**src/rtl/genlock_pkg.sv**
```systemverilog
`timescale 1ns/1ps
package genlock_pkg;
    typedef enum logic [1:0] {
        GL_LOCKING  = 2'd0,
        GL_LOCKED   = 2'd1,
        GL_FREERUN  = 2'd2,
        GL_HOLDOVER = 2'd3
    } gl_state_e;
endpackage

```
**src/rtl/gl_sync.sv**
```systemverilog
`timescale 1ns/1ps
module gl_sync #(
    parameter int STAGES = 2
) (
    input  logic clk,
    input  logic rst_n,
    input  logic d_async,
    output logic q_sync
);
    logic [STAGES-1:0] chain;

    always_ff @(posedge clk) begin
        if (!rst_n) begin
            chain <= '0;
        end else begin
            chain <= {chain[STAGES-2:0], d_async};
        end
    end

    assign q_sync = chain[STAGES-1];
endmodule

```
**src/rtl/gl_ref_monitor.sv**
```systemverilog
`timescale 1ns/1ps
module gl_ref_monitor #(
    parameter int REF_TIMEOUT = 1024,
    parameter int REF_GOOD    = 4,
    parameter int SYNC_STAGES = 2
) (
    input  logic clk,
    input  logic rst_n,
    input  logic ref_raw,
    output logic ref_ok
);
    localparam int GAP_W  = $clog2(REF_TIMEOUT + 1);
    localparam int GOOD_W = $clog2(REF_GOOD + 1);
    localparam logic [GAP_W-1:0]  GAP_LAST  = GAP_W'(REF_TIMEOUT - 1);
    localparam logic [GOOD_W-1:0] GOOD_LAST = GOOD_W'(REF_GOOD - 1);

    logic              ref_s;
    logic              ref_d;
    logic              rise;
    logic [GAP_W-1:0]  gap_cnt;
    logic [GOOD_W-1:0] good_cnt;

    gl_sync #(.STAGES(SYNC_STAGES)) u_ref_sync (
        .clk    (clk),
        .rst_n  (rst_n),
        .d_async(ref_raw),
        .q_sync (ref_s)
    );

    assign rise = ref_s & ~ref_d;

    always_ff @(posedge clk) begin
        if (!rst_n) begin
            ref_d    <= 1'b0;
            gap_cnt  <= '0;
            good_cnt <= '0;
            ref_ok   <= 1'b0;
        end else begin
            ref_d <= ref_s;
            if (rise) begin
                gap_cnt <= '0;
                if (!ref_ok) begin
                    if (good_cnt == GOOD_LAST) begin
                        ref_ok   <= 1'b1;
                        good_cnt <= '0;
                    end else begin
                        good_cnt <= good_cnt + 1'b1;
                    end
                end
            end else if (gap_cnt == GAP_LAST) begin
                ref_ok   <= 1'b0;
                good_cnt <= '0;
            end else begin
                gap_cnt <= gap_cnt + 1'b1;
            end
        end
    end
endmodule

```
**src/rtl/gl_lock_qual.sv**
```systemverilog
`timescale 1ns/1ps
module gl_lock_qual #(
    parameter int LOCK_STABLE = 64,
    parameter int SYNC_STAGES = 2
) (
    input  logic clk,
    input  logic rst_n,
    input  logic lock_raw,
    output logic lock_ok
);
    localparam int CNT_W = $clog2(LOCK_STABLE + 1);
    localparam logic [CNT_W-1:0] CNT_LAST = CNT_W'(LOCK_STABLE - 1);

    logic             lock_s;
    logic [CNT_W-1:0] diff_cnt;

    gl_sync #(.STAGES(SYNC_STAGES)) u_lock_sync (
        .clk    (clk),
        .rst_n  (rst_n),
        .d_async(lock_raw),
        .q_sync (lock_s)
    );

    always_ff @(posedge clk) begin
        if (!rst_n) begin
            lock_ok  <= 1'b0;
            diff_cnt <= '0;
        end else if (lock_s == lock_ok) begin
            diff_cnt <= '0;
        end else if (diff_cnt == CNT_LAST) begin
            lock_ok  <= lock_s;
            diff_cnt <= '0;
        end else begin
            diff_cnt <= diff_cnt + 1'b1;
        end
    end
endmodule

```
**src/rtl/gl_state_ctrl.sv**
```systemverilog
`timescale 1ns/1ps
module gl_state_ctrl
    import genlock_pkg::*;
(
    input  logic clk,
    input  logic rst_n,
    input  logic genlock_en,
    input  logic holdover_en,
    input  logic ref_ok,
    input  logic lock_ok,
    output logic no_ref,
    output logic no_lock,
    output logic lpf_drive_en,
    output logic vco_open_loop
);
    gl_state_e state_q;
    gl_state_e state_d;
    gl_state_e lost_state;

    assign lost_state = holdover_en ? GL_HOLDOVER : GL_FREERUN;

    always_comb begin
        state_d = state_q;
        if (!genlock_en) begin
            state_d = GL_FREERUN;
        end else begin
            unique case (state_q)
                GL_LOCKING: begin
                    if (!ref_ok)      state_d = lost_state;
                    else if (lock_ok) state_d = GL_LOCKED;
                end
                GL_LOCKED: begin
                    if (!ref_ok)       state_d = lost_state;
                    else if (!lock_ok) state_d = GL_LOCKING;
                end
                GL_FREERUN: begin
                    if (ref_ok) state_d = GL_LOCKING;
                end
                GL_HOLDOVER: begin
                    if (ref_ok) state_d = GL_LOCKING;
                end
                default: state_d = GL_FREERUN;
            endcase
        end
    end

    always_ff @(posedge clk) begin
        if (!rst_n) begin
            state_q <= genlock_en ? GL_LOCKING : GL_FREERUN;
        end else begin
            state_q <= state_d;
        end
    end

    always_comb begin
        no_ref        = 1'b1;
        no_lock       = 1'b1;
        lpf_drive_en  = 1'b1;
        vco_open_loop = 1'b1;
        unique case (state_q)
            GL_LOCKED: begin
                no_ref        = 1'b0;
                no_lock       = 1'b0;
                vco_open_loop = 1'b0;
            end
            GL_LOCKING: begin
                no_ref        = 1'b0;
                vco_open_loop = 1'b0;
            end
            GL_HOLDOVER: begin
                lpf_drive_en  = 1'b0;
                vco_open_loop = 1'b0;
            end
            GL_FREERUN: begin
                no_ref = 1'b1;
            end
            default: no_ref = 1'b1;
        endcase
    end
endmodule

```
**src/rtl/genlock_supervisor.sv**
```systemverilog
`timescale 1ns/1ps
module genlock_supervisor #(
    parameter int REF_TIMEOUT = 1024,
    parameter int REF_GOOD    = 4,
    parameter int LOCK_STABLE = 64,
    parameter int SYNC_STAGES = 2
) (
    input  logic clk,
    input  logic rst_n,
    input  logic genlock_en,
    input  logic holdover_en,
    input  logic ref_in,
    input  logic lock_in,
    output logic no_ref,
    output logic no_lock,
    output logic lpf_drive_en,
    output logic vco_open_loop
);
    logic ref_ok;
    logic lock_ok;

    gl_ref_monitor #(
        .REF_TIMEOUT(REF_TIMEOUT),
        .REF_GOOD   (REF_GOOD),
        .SYNC_STAGES(SYNC_STAGES)
    ) u_ref_mon (
        .clk    (clk),
        .rst_n  (rst_n),
        .ref_raw(ref_in),
        .ref_ok (ref_ok)
    );

    gl_lock_qual #(
        .LOCK_STABLE(LOCK_STABLE),
        .SYNC_STAGES(SYNC_STAGES)
    ) u_lock_q (
        .clk     (clk),
        .rst_n   (rst_n),
        .lock_raw(lock_in),
        .lock_ok (lock_ok)
    );

    gl_state_ctrl u_ctrl (
        .clk          (clk),
        .rst_n        (rst_n),
        .genlock_en   (genlock_en),
        .holdover_en  (holdover_en),
        .ref_ok       (ref_ok),
        .lock_ok      (lock_ok),
        .no_ref       (no_ref),
        .no_lock      (no_lock),
        .lpf_drive_en (lpf_drive_en),
        .vco_open_loop(vco_open_loop)
    );
endmodule

```
**config.mk**
```make
export PLATFORM = sky130hd
export DESIGN_NAME = genlock_supervisor
export DESIGN_NICKNAME = d
export VERILOG_FILES = /design/src/rtl/genlock_pkg.sv /design/src/rtl/gl_sync.sv /design/src/rtl/gl_ref_monitor.sv /design/src/rtl/gl_lock_qual.sv /design/src/rtl/gl_state_ctrl.sv /design/src/rtl/genlock_supervisor.sv
export SDC_FILE = /design/constraint.sdc
export NUM_CORES = 1
export LEC_CHECK = 0
export BUFFER_PORTS_ARGS = -buffer_cell sky130_fd_sc_hd__buf_2
export CAP_MARGIN = 20
export CORE_MARGIN = 10
export CORE_UTILIZATION = 32
export CTS_BUF_LIST = sky130_fd_sc_hd__clkbuf_8
export CTS_CLUSTER_DIAMETER = 200
export DETAILED_ROUTE_END_ITERATION = 8
export PLACE_DENSITY = 0.53
export SYNTH_ARGS = -nofsm -noshare
export SYNTH_HDL_FRONTEND = slang
export SYNTH_SLANG_ARGS = --single-unit
```
**constraint.sdc**
```tcl
create_clock -name clk -period 1.62 [get_ports clk]
set_clock_uncertainty 0.2 [all_clocks]
set_input_delay 0.324 -clock clk [delete_from_list [all_inputs] [get_ports clk]]
set_output_delay 0.324 -clock clk [all_outputs]
set_load 0.05 [all_outputs]
```
### After elaboration in Yosys (flattened, before gate mapping)

Index checks and enable logic that the tools add are counted.

* register bits after elaboration: 30
* latch bits: 0
* RAM bits: 0
* ROM bits: 0
* input port bits: 6
* output and inout port bits: 4
* logic and storage cells: 59
* memories kept: 0

* $add $sub $neg: 3
* multipliers: 0
* divide/modulo/power cells: 0
* $lt $le $gt $ge: 0
* equality and inequality tests: 11
* shift-type cells: 0
* multiplexer cells: 22
* bitwise gates (word level): 4
* reduce and logical (&&, ||, !) cells: 10

Operator list (number)
* 2-bit 2-to-1 mux: 8
* 3-bit 2-to-1 mux: 4
* 11-bit by 1-bit adder with 11-bit output (second input constant): 1
* 11-bit by 10-bit == test with 1-bit output (second input constant): 1
* 5-bit != test (second input constant): 2
* 1-bit 2-to-1 mux: 9
* 7-bit by 1-bit adder with 7-bit output (second input constant): 1
* 7-bit by 6-bit == test with 1-bit output (second input constant): 1
* 2-bit case mux with 3 select lines: 1
* 2-bit OR reduction: 3
* 3-bit OR reduction: 2
* 2-bit == test (second input constant): 2
* 4-bit by 3-bit != test with 1-bit output (second input constant): 1
* 2-bit AND reduction: 2
* 3-bit by 1-bit adder with 3-bit output (second input constant): 1
* 3-bit by 2-bit == test with 1-bit output (second input constant): 1
* 1-bit inverter: 3
* 3-bit AND reduction: 1
* 2-bit by 1-bit == test with 1-bit output (second input constant): 1
* 2-bit zero test: 1
* 2-bit != test (second input constant): 1
* 2-bit nonzero test: 1
* 1-bit AND: 1
* 1-bit == test: 1

### Depth between registers and ports, before layout

Gate-level depths: netlist of run 1.

* depth after elaboration: 5
* depth in mapped cells: 5
* mapped depth without buffers: 5

### Modules after synthesis

A second synthesis of run 1 with hierarchy kept.

* cell total of the unflattened synthesis: 138
* area, all modules: 1345.0 µm²

By module, submodules not included
* gl_ref_monitor: times used 1, cells each 79, area an instance 768.2 µm², seq. area each 320.3 µm²
* gl_lock_qual: times used 1, cells each 35, area an instance 324.1 µm², seq. area each 160.2 µm²
* gl_state_ctrl: times used 1, cells each 16, area an instance 147.6 µm², seq. area each 60.1 µm²
* gl_sync: times used 2, cells each 4, area an instance 52.6 µm², seq. area each 40.0 µm²

### Worst setup path before layout of run 1

No wires, ideal clock.

* kind: register -> output
* start point: register u_ctrl.state_q[1]
* end point: output vco_open_loop
* arrival: 1.123 ns
* data required time: 1.096 ns
* path slack: -0.027 ns
* cell stages (with the launch flop): 3
* buffers on the path: 0
* cell sequence: edfxtp_1 -> inv_1 -> nor2_1

* longest elaborated chain between the ends: 3
* elaborated cells on any way between the ends: 5
* those cells by class: eq/ne: 2; mux: 1; reduce/logical: 2

Ends and longest elaborated chain
* start, declared: RTL line gl_state_ctrl.sv:16 `gl_state_e state_q;`
* start signal, assigned: RTL line gl_state_ctrl.sv:49 `state_q <= genlock_en ? GL_LOCKING : GL_FREERUN;`
* start signal, assigned: RTL line gl_state_ctrl.sv:51 `state_q <= state_d;`
* 2-bit by 1-bit == test with 1-bit output (tied with other cells): RTL line gl_state_ctrl.sv:60 `unique case (state_q)`
* 3-bit OR reduction (no source line) (*)
* 1-bit 2-to-1 mux (*): RTL line gl_state_ctrl.sv:60
* end, declared: RTL line genlock_supervisor.sv:17 `output logic vco_open_loop`

Mark *: on every way between the ends. The rest lies on a longest branch, timed or not.

### Final worst setup path of run 1

* start point: register u_ctrl.state_q[1]
* end point: output no_lock

* longest elaborated chain between the ends: 2

Ends and longest elaborated chain
* 2-bit by 1-bit == test with 1-bit output: RTL line gl_state_ctrl.sv:60
* 1-bit 2-to-1 mux: RTL line gl_state_ctrl.sv:60
* end, declared: RTL line genlock_supervisor.sv:15 `output logic no_lock,`

No other way between the ends.

==> impl.org, run 1 <==
** Final layout
- Sequential cell area in the final layout :: 623.1 µm²
- Top library cells by usage in the layout, fill and taps aside :: sky130_fd_sc_hd__dfxtp_1, sky130_fd_sc_hd__nand2_1, sky130_fd_sc_hd__nor2_1
- The layout has 385 filler cells.
- NumNets Final :: 175
- The area growth from synthesis to layout is 22.17%.
- The multi-input combinational cells in the finished layout cover a total of 660.6 µm².
- Final antenna diode count :: 0
- Fraction of layout instances using a drive strength above 1 :: 0.2229
- Leaving out fill and tap cells, the most frequent cell in the layout is sky130_fd_sc_hd__dfxtp_1.

** Timing
- Shortest clock period the worst path allows after layout :: 1.582 ns
- Hold violation total from the final report :: 0
- Final setup violation count :: 0
- Period Utilization, post-route :: 0.9764
- Headroom to the max-slew limit came out at 0.7375.
- Actual transition at the worst max-transition pin :: 0.3937 ns
- Setup repair after global routing missed its margin :: true
- The max-slew violation count came to 0.
- In the final timing run, aggregate negative setup slack is 0 ns.
- Setup slack closes at 0.03826 ns.
- F_max :: 632.2 MHz

** Logic synthesis
- Mean Syn Cell Area :: 8.853 µm²
- In this run, synthesis produced a sequential element count of 30.
- Biggest area contributors in the synthesized netlist :: sky130_fd_sc_hd__dfxtp_1, sky130_fd_sc_hd__nand2_1, sky130_fd_sc_hd__edfxtp_1
- Post-synthesis cell count :: 146
- Number of distinct standard cells referenced by the synthesized netlist :: 31
- Count of synthesis-stage warnings from yosys :: 0
- Seq/Total Area, Yosys :: 0.4802
- The cell area that synthesis handed to floorplanning was 1292 µm².
- Share of synthesized registers carrying an async set or reset :: 0
- In this run, synthesis inferred 2 flip-flops with an integrated enable.
- In the synthesized netlist the dominant register cell turns out to be sky130_fd_sc_hd__dfxtp_1.
- Of the post-synthesis cell area, the dominant cell type holds 0.4337.
- When the netlist entered floorplanning its net count stood at 155.
- Largest area contributor in the synthesized netlist :: sky130_fd_sc_hd__dfxtp_1

** Pwr
- Combinational share of power :: 0.081
- Sw Ratio :: 0.2219
- Proportion of power drawn by flip-flops and latches :: 0.532
- VDD sags by at most 0.5769 mV.
- Of the total power, the clock network draws 0.388.
- Sw Pwr :: 0.3263 mW
- Ratio of total power to cell area :: 931.3 nW/µm²
- The internal power of the cells totals 1.144 mW.
- P_leak :: 0.5848 nW

** Setup path
- Critical Path Start Type :: flop
- CP Max Fanout :: 4
- Cell family with the largest share of critical-path delay :: flip-flops
- Together, buffers and inverters on the worst path number 2.
- Cell-by-cell trace of the critical path :: inv_2 > nand2_1 > buf_6
- Critical path start-end classification :: flop to output port
- Kind of end point of the critical path :: output port
- Critical path data arrival time :: 1.06 ns
- Data required time at the worst endpoint :: 1.10 ns
- Slowest CP cell :: sky130_fd_sc_hd__edfxtp_1
- In this design, the stage delay of the slowest critical-path cell is 0.44 ns.

** Global route
- The total overflow left after global routing is 0.
- Entering global routing, the biggest net connects 14 pins.
- Across every metal layer, demand over resource in global routing totals 0.07282.
- Number of global-route vias before repair :: 1012
- Number of antenna violations at the first check in global routing :: 0
- The first global-routing pass estimated 4.291 mm of wire.

** Route
- For this run, design rule violations remaining after detail routing come to 0.
- The routed design uses 1.163 mm of met2 wire.
- Met3 wire length :: 137 µm
- Average via count per standard cell :: 4.875
- Average wire per standard cell :: 11.22 µm
- In this run the top signal layer used is met4.
- Number of iterations in the first detailed-routing pass :: 4
- Number of nets with antenna violations after routing :: 0
- Detailed Route Iter0 Violations :: 43
- Via count :: 1053
- The detailed router put a total of 1.052 mm of wire on met1.
- Detailed-route wire length :: 2.424 mm

** Placed design
- The count of buffers added on input and output ports is 9.
- Detailed placement finished with a half-perimeter wire length of 1.721 mm.
- Post-place setup slack :: 0.005349 ns
- Weighted congestion reported at the end of routability-driven placement :: 0.7312

** CTS
- Clock-pin slew was measured on the worst setup and hold paths at 0.06 ns.
- TritonCTS built the clock tree.
- The H-tree generated during clock tree synthesis spans 2 levels.
- Clk_lat worst skew :: 0.27 ns
- CTS sink cnt :: 30
- CTS root buffer :: sky130_fd_sc_hd__clkbuf_8
- Number of buffers added by the clock tree synthesis step :: 5
- Number of buffers between clock root and the deepest sink :: 2

** Die
- I/O Pins :: 10
- The total area inside the core boundary comes to 3943 µm².
- Die X-Extent :: 83.56 µm
- The initial utilization of the core area, before any placement, comes to 0.3278.
- Die height :: 83.56 µm
- After floorplanning, the core was divided into 23 placement rows.
- The die covers 6981 µm².

** Job
- Maximum Capacitance Violations :: 0

** Outcome
- The flow ran to the end, and the final reports show no timing, DRC or antenna violations.

** Hold path
- The min-delay analysis places its worst path in the category primary input to flop.
## kinds of logic (layout without fill, tap and decap cells)
family	after synthesis	after routing	share of synthesized area
adder cells (fa/ha/maj)	3	3	0.02904
AND/OR/NAND/NOR	72	72	0.2846
buffers and inverters	9	29	0.03194
multiplexers	3	3	0.02323
XOR/XNOR	9	9	0.06098
AO/OA/AOI/OAI	20	20	0.09004
flip-flops	30	30	0.4802
## worst paths after layout
| check | end | depth (start not counted) | start | slack, ns |
|---|---|---|---|---|
| max | no_lock | 3 | u_ctrl.state_q[1] | 0.04 |
| min | u_lock_q.u_lock_sync.chain[0] | 2 | lock_in | 0.06 |
| max reg2reg | u_ref_mon.gap_cnt[7] | 4 | u_ref_mon.gap_cnt[7] | 0.07 |
| min reg2reg | u_lock_q.u_lock_sync.chain[1] | 1 | u_lock_q.u_lock_sync.chain[0] | 0.23 |
## flip-flops by register name, indices dropped and copies added, names as in the netlist
name                        count
u_ctrl.state_q                  2
u_ref_mon.ref_d                 1
u_ref_mon.u_ref_sync.chain      2
u_lock_q.u_lock_sync.chain      2
u_lock_q.lock_ok                1
u_ref_mon.ref_ok                1
u_ref_mon.good_cnt              3
u_lock_q.diff_cnt               7
u_ref_mon.gap_cnt              11
## what timing repair did
item / 4_1_cts / 5_1_grt
gates resized for setup: 5 / 12
hold buffers: 0 / 0
cloned: 0 / 0
buffers inserted: 1 / 1
setup endpoints to repair: 6 / 15
pin swaps: 0 / 2
## area by class of cell
| class | instances | area share |
|---|---|---|
| inverter | 4 | 0.009509 |
| clock inverter | 1 | 0.002377 |
| clock buffer | 6 | 0.05230 |
| timing repair buffer | 18 | 0.08320 |
| sequential | 30 | 0.3946 |
| tap | 50 | 0.03962 |
| multi-input combinational | 107 | 0.4184 |
## cell usage after synthesis (3+ instances only)
cell type and count:
sky130_fd_sc_hd__nand2_1 18, sky130_fd_sc_hd__o21ai_0 8, sky130_fd_sc_hd__nor2b_1 5, sky130_fd_sc_hd__clkbuf_1 4, sky130_fd_sc_hd__nand4_1 3, sky130_fd_sc_hd__nor2_1 15, sky130_fd_sc_hd__inv_1 4, sky130_fd_sc_hd__dfxtp_1 28
sky130_fd_sc_hd__ha_1 3, sky130_fd_sc_hd__xnor2_1 4, sky130_fd_sc_hd__mux2i_1 3, sky130_fd_sc_hd__a21oi_1 6, sky130_fd_sc_hd__nand2b_1 3, sky130_fd_sc_hd__and2_1 6, sky130_fd_sc_hd__nand3_1 9, sky130_fd_sc_hd__xor2_1 5
sky130_fd_sc_hd__or3_1 4
## power by group through the flow
stage	sequential (mW)	clock, mW	combinational [mW]
floorplan	0.791	0	0.0753
global placement	0.792	0	0.0996
detailed placement	0.793	0	0.101
CTS	0.777	0.591	0.108
global route	0.784	0.636	0.132
finish	0.782	0.570	0.119
## through the flow
stage	area, µm²	util	total power [mW]	hold WS, ns	cells
after global routing	1579	0.4005	1.553	0.04446	216
after floorplan	1295	-	0.8662	0.2119	146
after detailed placement	1429	0.3624	0.8945	0.2222	207
final	1579	0.4005	1.471	0.05507	216
after global placement	1429	0.3624	0.8914	0.2165	207
after CTS	1533	0.3888	1.476	0.04671	215
## layer usage
layer	track usage	vias up
met1	0.08264	489
met3	0.03516	9
li1	-	538
met2	0.1088	17
met4	0.04110	0
met5	0	-
Note: power is estimated with default switching activity, not from simulation.
==> run 2: changes to the inputs <==
Settings changed: BUFFER_PORTS_ARGS -buffer_cell sky130_fd_sc_hd__buf_2 to unset, DONT_BUFFER_PORTS set to 1, PLACE_DENSITY 0.53 to 0.5.
==> run 2 against run 1 <==
  * The flow now finishes with violations (negative setup slack)
  * Worst hold slack got worse by 0.017 ns
  * First-iteration DRC count fell by 42%
  * Clock power fell by 4.0%
  * Fmax fell by 2.8%
  * Clock-buffer cell count fell by 1
  * Cell count rose by 1.4%
  * Core utilization rose by 1.6 points
  * Critical path type unchanged
  * Sequential share of layout area fell by 1.6 points
  * Flip-flop and latch count did not move
  * Combinational power rose by 14%
==> impl.org, run 2 (synthesis gave the netlist of run 1 again) <==
** Die
- Die height :: 83.56 µm
- Die X-Extent :: 83.56 µm
- 10 I/O pins were placed.
- Number of placement rows :: 23
- Die area :: 6981 µm²
- The total area inside the core boundary comes to 3943 µm².
- Initial Util :: 0.3278

** Route
- The first routing iteration left 25 violations.
- Average via count per standard cell :: 4.840
- Via count :: 1060
- Once detail routing completed, the nets flagged for antenna violations numbered 0.
- Average wire per standard cell :: 11.43 µm
- After detailed routing, the total wire length is 2.503 mm.
- DRC violation count after routing :: 0
- Number of iterations in the first detailed-routing pass :: 4

** Setup path
- CP Max Fanout :: 5
- Cell-by-cell trace of the critical path :: inv_2 > nand2_2 > buf_12
- Counting both buffers and inverters, the worst setup path holds a total of 2.
- The worst setup path is of the flop to output port kind.
- The slowest stage of the critical path belongs to the cell sky130_fd_sc_hd__edfxtp_1.
- Broken down by cell family, the worst path's largest delay share belongs to flip-flops.
- Slowest stage delay, CP :: 0.47 ns
- STA classifies the critical path endpoint as an output port.
- STA puts the critical path data required time at 1.10 ns.
- Critical path data arrival time :: 1.10 ns
- The worst setup path is launched from a flop.

** Timing
- Period Utilization, post-route :: 1.005
- The routed design could run at a clock period as short as 1.628 ns.
- Adding up every negative setup slack in the final design gives -0.007645 ns.
- Setup repair after global routing could not meet its margin everywhere.
- For the pin with the worst max-slew slack, the measured transition is 0.4241 ns.
- Final setup violation count :: 1
- Final count of pins violating max slew :: 0
- Timing would allow up to 614.4 MHz.
- Hold violation total from the final report :: 0
- Normalized max-slew margin :: 0.7173
- Minimum setup slack in the final design :: -0.007645 ns

** Placed design
- Detailed placement finished with a half-perimeter wire length of 1.727 mm.
- In this run the cell area measured after placement is 1439 µm².
- During placement, the flow inserted port buffers numbering 0.
- Weighted congestion reported at the end of routability-driven placement :: 0.7105

** CTS
- Htree depth :: 2
- The root buffer cell chosen for the clock tree is sky130_fd_sc_hd__clkbuf_8.
- For this design, the sink count on the clock tree is 30.
- Clk_lat worst skew :: 0.28 ns
- The clock passes through at most 2 buffers.
- Clk pin slew, worst setup/hold paths :: 0.06 ns
- TritonCTS built the clock tree.
- Number of buffers added by the clock tree synthesis step :: 5

** Final layout
- Core occupancy in the finished layout :: 0.4161
- After filler insertion, the fill cell instance count of the layout stands at 378.
- Total non-filler cell area in the finished layout :: 1640 µm²
- Most flops, register :: u_ref_mon.gap_cnt
- Leaving out fill and tap cells, the most frequent cells in the layout are sky130_fd_sc_hd__dfxtp_1, sky130_fd_sc_hd__nand2_1, sky130_fd_sc_hd__nor2_1.
- Fraction of layout instances using a drive strength above 1 :: 0.2071
- In the final design database the tool counted 177 nets.
- The area growth from synthesis to layout is 26.91%.
- Largest register FFs :: 11
- The largest registers in the layout are u_ref_mon.gap_cnt (11), u_lock_q.diff_cnt (7), u_ref_mon.good_cnt (3).
- Leaving out fill and tap cells, the most frequent cell in the layout is sky130_fd_sc_hd__dfxtp_1.
- Final antenna diode count :: 0

** Pwr
- Power spread over the standard cell area amounts to 892.7 nW/µm².
- Worst voltage drop across the vdd grid :: 0.3942 mV
- For this design the static power due to leakage is 0.6092 nW.

** Outcome
- The run finished, with violations left.
- Failing checks :: negative setup slack

** Global route
- Entering global routing, the biggest net connects 13 pins.
- Global-route total usage across every layer :: 0.07558
- Number of antenna violations at the first check in global routing :: 0
- The via count of the first global-routing pass came to 1048.
- Remaining global-route overflow :: 0
- The first global-routing pass estimated 4.388 mm of wire.

** Job
- Across the run, the number of max-cap violations was 0.

** Hold path
- The min-delay analysis places its worst path in the category primary input to flop.
## run 2: cell types whose count changed in the layout (fill, tap and decap cells not counted), sizes merged
cell,change
clkbuf,-1
dlygate4sd3,+4
clkinv,+2
buf,-2
## run 2: area by class of cell
cell class,count,area (µm²),share of cell area
multi-input cells,107,666.9,0.4066
flip-flops and latches,30,621.8,0.3791
repair buffers,20,192.7,0.1175
clock buffers,5,68.82,0.04195
well taps,50,62.56,0.03814
inverters,4,15.01,0.009153
clock inverters,3,12.51,0.007628
## run 2: path summary, 6_finish.rpt
path,endpoint,slack (ns),cells past startpoint,start
min reg2reg,u_lock_q.diff_cnt[0],0.24,1,u_lock_q.diff_cnt[0]
max reg2reg,u_ctrl.state_q[0],0.07,5,u_ctrl.state_q[0]
min,u_ctrl.state_q[1],0.04,2,rst_n
max,no_lock,-0.008,3,u_ctrl.state_q[1]
## run 2: through the flow
| step | cells | setup WS, ns | power [mW] | hold slack [ns] |
|---|---|---|---|---|
| 2_1_floorplan | 146 | 0.1050 | 0.8662 | 0.2119 |
| 3_3_place_gp | 202 | 0.04967 | 0.8943 | 0.2269 |
| 3_5_place_dp | 202 | 0.01078 | 0.8973 | 0.2366 |
| 4_1_cts | 215 | -0.01586 | 1.471 | 0.02244 |
| 5_1_grt | 219 | -0.06633 | 1.546 | 0.03881 |
| 6_report | 219 | -0.007645 | 1.464 | 0.03803 |
## run 2: routing by layer
layer  wire, µm  global-route usage  up-vias
met5          0                   0        -
met2       1190              0.1208       14
met4         25             0.05327        0
met1       1124             0.07428      500
met3        162             0.03906        2
li1           -                   -      544
## run 2: report_power, final
| part | switching, mW | internal [mW] | leakage, nW | total, mW |
|---|---|---|---|---|
| combinational | 0.0703 | 0.0659 | 0.314 | 0.136 |
| sequential | 0.0165 | 0.765 | 0.249 | 0.781 |
| clock | 0.259 | 0.288 | 0.0468 | 0.547 |
## run 2: repair_timing
item                       CTS  global route
hold endpoints to repair    11             0
setup buffers                1             4
setup endpoints to repair    3            12
gates resized for setup      2            12
hold buffers                 4             0
pin swaps                    0             1
